==> src/rtl/rowfix_pkg.sv <==
package rowfix_pkg;
    localparam int ROWS  = 4;
    localparam int LANES = 4;
    localparam int DW    = 8;

    localparam int CW    = $clog2(LANES + 1);
    localparam int RW    = (ROWS > 1) ? $clog2(ROWS) : 1;
    localparam int CELLS = LANES + 1;
    localparam int LBITS = ROWS * LANES * DW;
    localparam int PBITS = ROWS * CELLS * DW;

    typedef struct packed {
        logic          valid;
        logic [CW-1:0] col;
    } fault_ent_t;

    // Column from which lanes are pushed right; LANES means no shift.
    function automatic logic [CW-1:0] shift_point(fault_ent_t e);
        if (e.valid && (e.col < CW'(LANES)))
            return e.col;
        return CW'(LANES);
    endfunction
endpackage

==> src/rtl/fault_map_store.sv <==
module fault_map_store
    import rowfix_pkg::*;
(
    input  logic                     clk,
    input  logic                     rst,
    input  logic                     wr_en,
    input  logic [RW-1:0]            wr_row,
    input  logic [CW-1:0]            wr_col,
    input  logic                     wr_valid,
    output fault_ent_t [ROWS-1:0]    map_q,
    output logic [ROWS-1:0]          unrep_q
);
    logic col_ok;
    assign col_ok = (wr_col <= CW'(LANES));

    always_ff @(posedge clk) begin
        if (rst) begin
            map_q   <= '0;
            unrep_q <= '0;
        end else if (wr_en) begin
            if (!wr_valid) begin
                map_q[wr_row].valid <= 1'b0;
            end else if (col_ok) begin
                if (map_q[wr_row].valid) begin
                    unrep_q[wr_row] <= 1'b1;
                end else begin
                    map_q[wr_row].valid <= 1'b1;
                    map_q[wr_row].col   <= wr_col;
                end
            end
        end
    end
endmodule

==> src/rtl/row_scatter.sv <==
module row_scatter
    import rowfix_pkg::*;
(
    input  logic [CW-1:0]         cut,
    input  logic [LANES*DW-1:0]   lanes,
    output logic [CELLS*DW-1:0]   cells
);
    for (genvar p = 0; p < CELLS; p++) begin : g_cell
        if (p == 0) begin : g_first
            assign cells[0 +: DW] = (cut == '0) ? '0 : lanes[0 +: DW];
        end else if (p == LANES) begin : g_spare
            assign cells[p*DW +: DW] = (cut == CW'(p)) ? '0 : lanes[(p-1)*DW +: DW];
        end else begin : g_mid
            assign cells[p*DW +: DW] = (CW'(p) < cut)  ? lanes[p*DW +: DW] :
                                       (CW'(p) == cut) ? '0 :
                                                         lanes[(p-1)*DW +: DW];
        end
    end
endmodule

==> src/rtl/row_gather.sv <==
module row_gather
    import rowfix_pkg::*;
(
    input  logic [CW-1:0]         cut,
    input  logic [CELLS*DW-1:0]   results,
    output logic [LANES*DW-1:0]   lanes
);
    for (genvar j = 0; j < LANES; j++) begin : g_lane
        assign lanes[j*DW +: DW] = (CW'(j) < cut) ? results[j*DW +: DW]
                                                  : results[(j+1)*DW +: DW];
    end
endmodule

==> src/rtl/spare_shift_repair.sv <==
module spare_shift_repair
    import rowfix_pkg::*;
(
    input  logic                 clk,
    input  logic                 rst,
    input  logic                 map_wr_en,
    input  logic [RW-1:0]        map_wr_row,
    input  logic [CW-1:0]        map_wr_col,
    input  logic                 map_wr_valid,
    input  logic [LBITS-1:0]     log_in,
    output logic [PBITS-1:0]     phys_tx,
    input  logic [PBITS-1:0]     phys_rx,
    output logic [LBITS-1:0]     log_out,
    output logic [ROWS-1:0]      row_unrepairable
);
    fault_ent_t [ROWS-1:0] fmap;

    fault_map_store i_store (
        .clk     (clk),
        .rst     (rst),
        .wr_en   (map_wr_en),
        .wr_row  (map_wr_row),
        .wr_col  (map_wr_col),
        .wr_valid(map_wr_valid),
        .map_q   (fmap),
        .unrep_q (row_unrepairable)
    );

    for (genvar r = 0; r < ROWS; r++) begin : g_row
        logic [CW-1:0] cut;
        assign cut = shift_point(fmap[r]);

        row_scatter i_scatter (
            .cut  (cut),
            .lanes(log_in[r*LANES*DW +: LANES*DW]),
            .cells(phys_tx[r*CELLS*DW +: CELLS*DW])
        );

        row_gather i_gather (
            .cut    (cut),
            .results(phys_rx[r*CELLS*DW +: CELLS*DW]),
            .lanes  (log_out[r*LANES*DW +: LANES*DW])
        );
    end
endmodule

==> config.mk <==
export PLATFORM = sky130hd
export DESIGN_NAME = spare_shift_repair
export DESIGN_NICKNAME = d
export VERILOG_FILES = /design/src/rtl/rowfix_pkg.sv /design/src/rtl/fault_map_store.sv /design/src/rtl/row_scatter.sv /design/src/rtl/row_gather.sv /design/src/rtl/spare_shift_repair.sv
export SDC_FILE = /design/constraint.sdc
export NUM_CORES = 1
export LEC_CHECK = 0
export ABC_AREA = 1
export BUFFER_PORTS_ARGS = -buffer_cell sky130_fd_sc_hd__buf_2
export CORE_AREA = 2 2 227 229
export DETAILED_ROUTE_END_ITERATION = 6
export DIE_AREA = 0 0 229 231
export REMOVE_ABC_BUFFERS = 1
export SKIP_LAST_GASP = 1
export SLEW_MARGIN = 30
export SYNTH_ARGS = -nofsm -noshare
export SYNTH_HDL_FRONTEND = slang
export SYNTH_SLANG_ARGS = --single-unit
==> constraint.sdc <==
create_clock -name clk -period 1.5 [get_ports clk]
set_input_delay 0.15 -clock clk [delete_from_list [all_inputs] [get_ports clk]]
set_output_delay 0.15 -clock clk [all_outputs]
set_load 0.005 [all_outputs]
* Word-level counts from Yosys, hierarchy flattened *
Cells that the tools add are included.
Widths: inputs -> output; s select.

word-level totals
  flip-flop bits (word level) = 20
  latch bits = 0
  memory bits (writable) = 0
  ROM bits = 0
  input port bits = 297
  output and inout bits = 292
  logic and storage cells = 136
  memories = 0

cells by class
  add/subtract/negate cells = 0
  multipliers = 0
  div/mod/pow operators = 0
  order comparisons = 23
  equality and inequality tests = 18
  shifts and indexed selects = 0
  multiplexer cells = 74
  bitwise logic cells = 1
  reductions and logical operators = 11

operators with widths
  cell                count
  $mux 8              48
  $bwmux 16           3
  $mux 16             3
  $mux 3              9
  $eq 2x3->1 const A  8
  $lt 1x3->1 const A  8
  $lt 2x3->1 const A  8
  $demux 4 s2         2
  $eq 1x3->1 const A  4
  $eq 3x3->1 const B  4
  $logic_not 3->1     4
  $lt 3x3->1 const B  4
  $bmux 4 s2          1
  $mux 4              2
  $logic_and 1x1->1   5
  $mux 1              5
  $or 4x4->4          1
  $reduce_and 4->1    1
  $le 3x3->1 const B  1
  $lt 2x3->1 const B  1
  $reduce_and 3->1    1
  $demux 1 s2         1
  $ge 2x1->1 const B  1
  $ne 2x1->1 const B  1
  $ne 2x2->1 const B  1

* Logic depth before layout (Yosys ltp) *
  depth in word-level cells = 9
  gate-level depth with buffers = 10
  gate-level depth less buffers = 9

* Cells and area by module *
A second synthesis with hierarchy kept.

second synthesis, totals
  cells, all modules = 971
  area, all modules = 4914.7 sq um

by module, submodules not included
  module              instances  cells each  area each (sq um)  seq. area each (sq um)
  row_scatter         4          101         506.7              0.0
  row_gather          4          107         485.5              0.0
  fault_map_store     1          115         845.8              400.4
  spare_shift_repair  1          24          100.1              0.0

* Least setup slack after synthesis *
No wires, ideal clock.

  kind = register to output
  start = register i_store.map_q[3] (netlist name)
  end = output port log_out[5]
  arrival = 1.292 ns
  required time = 1.350 ns
  setup slack = 0.058 ns
  stages on the path, launching flop included = 11
  path buffers = 1
  path through = dfxtp_1 inv_2 nor2_8 inv_4 nor2_8 inv_4 nor2_8 inv_4 buf_6 nand2_1 nand2_1

between the ends
  word-level cells in the longest chain between the ends = 5

ends and longest elaborated chain
  element            line                      RTL
  from (decl)        fault_map_store.sv:10     output fault_ent_t [ROWS-1:0] map_q,
  $logic_and 1x1->1  rowfix_pkg.sv:19          if (e.valid && (e.col < CW'(LANES)))
  $mux 1             rowfix_pkg.sv:19
  $mux 3             rowfix_pkg.sv:21          return CW'(LANES);
  $lt 1x3->1         row_gather.sv:9           assign lanes[j*DW +: DW] = (CW'(j) < cut) ? results[j*DW +: DW]
  $mux 8             row_gather.sv:9
  to (decl)          spare_shift_repair.sv:13  output logic [LBITS-1:0] log_out,

No other way between the ends.

* Final worst setup path *
  start = register i_store.map_q[15] (netlist name)
  end = output port phys_tx[137]

between the ends
  word-level cells in the longest chain between the ends = 6
  elaborated cells between the ends (all ways) = 7
  those cells by class = order compare (1); eq/ne (1); mux (4); reduce/logical (1)

ends and longest elaborated chain
  element                                             line                      RTL
  $logic_and 1x1->1 (*)                               rowfix_pkg.sv:19
  $mux 1 (*)                                          rowfix_pkg.sv:19
  $mux 3 (*)                                          rowfix_pkg.sv:21
  branches (longest 2 deep; another with $lt 2x3->1)  --
  $mux 8 (*)                                          row_scatter.sv:14         assign cells[p*DW +: DW] = (CW'(p) < cut) ? lanes[p*DW +: DW] :
  to (decl)                                           spare_shift_repair.sv:11  output logic [PBITS-1:0] phys_tx,

Every way passes the cells marked *.

==> results.sh <==
export IMPL_die_area_mm2=0.05290
export IMPL_rows=83
export IMPL_gp_congestion=0.9424
export IMPL_wl_met3_mm=2.592
export IMPL_power_density_mw_per_mm2=351.4
export IMPL_drtIter0Drc=610
export IMPL_irDropWorstVdd_v=0.0004575
export IMPL_syn_area_per_cell_um2=4.935
export IMPL_syn_area_mm2=0.004180
export IMPL_ant_nets=0
export IMPL_grt_pass1_vias=7431
export IMPL_drc_errors=0
export IMPL_vias_per_cell=3.751
export IMPL_cts_made_buffers=3
export IMPL_cp_arrival_ns=1.63
export IMPL_synth_seq_area_share_pct=9.578
export IMPL_synth_xor_area_share_pct=0
export IMPL_placed_area_mm2=0.008325
export IMPL_maxUsedRoutingLayer="met4"
export IMPL_finalHoldViolations=0
export IMPL_vias=8233
export IMPL_fmax_ghz=0.5618
export IMPL_drive_gt1_share_pct=62.15
export IMPL_synth_top_family_by_area="simple AND/OR/NAND/NOR gates"
export IMPL_htreeDepth=1
export IMPL_synth_compound_area_share_pct=26.04
export IMPL_overflow=0
export IMPL_crit_fanout=5
export IMPL_wl_per_cell_um=16.35
export IMPL_antenna_found_initial=2
export IMPL_wirelength_mm=35.89
export IMPL_startpoint="i_store.map_q[15]"
export IMPL_cts_root_buf="clkbuf_16"
export IMPL_dp_hpwl_mm=27.36
export IMPL_grt_max_degree=19
export IMPL_finalNetCount=1812
export IMPL_finalPower_w=0.003694
export IMPL_firstDrtPassIters=5
export IMPL_portBuffers=588
export IMPL_dp_cells=2137
export IMPL_cellLeakagePower_nw=5.935
export IMPL_fin_skew_ns=0.002708
export IMPL_worst_path_max_delay_cell="dfxtp_2"
export IMPL_synthAdderAreaFrac_pct=0
export IMPL_holdBufCountCts=0
export IMPL_grt_pass1_wl_mm=48.43
export IMPL_die_height_um=231
export IMPL_required_ns=1.35
export IMPL_cp_start_kind="flop"
export IMPL_io_pins=589
export IMPL_clkSinkCount=20
export IMPL_tritoncts="yes"
export IMPL_grt_usage_pct=12.03
export IMPL_ys_types=23
export IMPL_clk_latency_ns=0.26
export IMPL_hp_start="rst"
export IMPL_instances_no_fill=2195
export IMPL_design_area_mm2=0.01051
export IMPL_pre_cts_slack_ns=-0.08904
export IMPL_syn_inst=847
export IMPL_crit_path_end_kind="output port"
export IMPL_critPathKind="flop to output port"
export IMPL_max_slew_worst_pin_slew_ns=0.3830
export IMPL_start_util_pct=8.249
export IMPL_ys_seq_elements=20
export IMPL_critPathBufInv=7
export IMPL_hp_class="input pin to flop"
export IMPL_cp_cell_sequence="inv_2, nor2_4, buf_4, buf_6, o21ai_4, inv_4, buf_12, buf_16, o22ai_2, buf_2"
export IMPL_yosys_mux_area_fraction_pct=0
export IMPL_status="finished, violations left"
export IMPL_met1_length_mm=15.91
export IMPL_wl_met2_mm=16.83
export IMPL_yosys_warnings=0
export IMPL_core_mm2=0.05068
export IMPL_maxSlewHeadroom_pct=74.44
export IMPL_timing_rr_start="i_store.map_q[7]"
export IMPL_synthSimpleGateAreaFrac_pct=41.66
export IMPL_final_period_utilization_pct=118.7
export IMPL_min_period_ns=1.780
export IMPL_crit_family="buffers and inverters"
export IMPL_violations="negative setup slack"
export IMPL_fin_ws_ns=-0.2800
export IMPL_grt_setup_unrepaired="yes"
export IMPL_clkSlewWorstSetupHoldPaths_ns=0.06
export IMPL_clock_path_buffers=2
export IMPL_cap_viol_max_count=0
export IMPL_cpPeakStageDelay_ns=0.32
export IMPL_slew_violations=0
export IMPL_syn_to_final_growth_pct=151.5
export IMPL_die_x_um=229
export IMPL_setup_viol=254
placed cells by master (no fill, tap or decap), drive strengths merged, types with 2 or more instances in the layout:
cell	n
o21ai	63
nor3	4
clkinv	2
dfxtp	20
buf	696
inv	196
clkbuf	5
o22ai	96
nor2	101
nand2	314
nand4	4
a21oi	8
power breakdown:
group / internal [W] / switching, W / total [W]
combinational: 0.00117 / 0.00121 / 0.00239
sequential: 0.000543 / 0.0000102 / 0.000553
clock: 0.000530 / 0.000222 / 0.000752
worst reg2reg max path, delay by kind of cell, from the launching register on:
family	cells	cell delay, ns
and+or+nand+nor	7	0.79
DFF	1	0.32
buffers and inverters	3	0.39
worst paths after layout:
kind | end | depth (start not counted) | slack (ns)
worst min register to register | i_store.unrep_q[1] | 2 | 0.45
worst max-delay path | phys_tx[137] | 10 | -0.28
worst min-delay path | i_store.map_q[15] | 3 | 0.27
worst max register to register | i_store.map_q[9] | 10 | -0.09
kinds of logic (layout without fill, tap and decap cells):
logic type / after synthesis / count (layout)
AO/OA/AOI/OAI: 168 / 168
buffers and inverters: 235 / 902
flip-flops: 20 / 20
other: 0 / 1
AND/OR/NAND/NOR: 424 / 424
flip-flops by register name, summed over array words and instances (netlist names):
register         count
i_store.map_q       16
i_store.unrep_q      4
layer usage:
layer | up-vias | global-route usage [%]
met5 | - | 0
met4 | 0 | 1.928
met3 | 38 | 1.519
met2 | 441 | 18.95
met1 | 3792 | 17.62
li1 | 3962 | -
layout make-up:
type	count	area (µm²)
multi-input cells	592	3789
well taps	680	850.8
fillers	5895	40170
diodes	1	2.502
flip-flops and latches	20	419.2
repair buffers	699	4489
clock buffers	3	75.07
repair inverters	4	57.56
inverters	195	799.5
clock inverters	1	30.03
Yosys cell counts:
| cell | instances | area [µm²] |
|---|---|---|
| inv_4 | 5 | 31.28 |
| inv_1 | 178 | 668.1 |
| o21ai_0 | 43 | 215.2 |
| o22ai_2 | 17 | 212.7 |
| nand3_1 | 1 | 5.000 |
| o211ai_1 | 1 | 7.510 |
| a21oi_1 | 8 | 40.04 |
| nor2_4 | 7 | 78.83 |
| buf_6 | 3 | 33.78 |
| o21ai_2 | 5 | 43.79 |
| o22ai_1 | 79 | 494.2 |
| nor3_1 | 4 | 20.02 |
| buf_2 | 14 | 70.07 |
| buf_4 | 4 | 30.03 |
| clkbuf_1 | 16 | 60.06 |
| nor2_1 | 89 | 334.1 |
| o21ai_1 | 15 | 75.07 |
| nand4_1 | 4 | 25.02 |
| dfxtp_1 | 20 | 400.4 |
| inv_2 | 12 | 45.04 |
| nand2_1 | 314 | 1179 |
| nor2_8 | 5 | 100.1 |
| buf_1 | 3 | 11.26 |
repair_timing:
action                                  CTS  global route
resized for setup                       199           183
hold endpoints to repair                  0             0
gates cloned                             18             3
buffers inserted                         32            12
endpoints found under the setup margin  261           286
pin swaps                                16            21
per-stage QoR:
step | util [%] | hold WS [ns] | setup TNS [ns]
global placement | 16.43 | 0.4355 | -0.2555
finish | 20.74 | 0.2717 | -37.51
floorplan | - | 0.2191 | -40.67
CTS | 19.20 | 0.2587 | -42.87
global route | 20.74 | 0.2624 | -62.41
detailed placement | 16.43 | 0.4432 | -0.8018
Note: power is estimated with default switching activity, not from simulation.
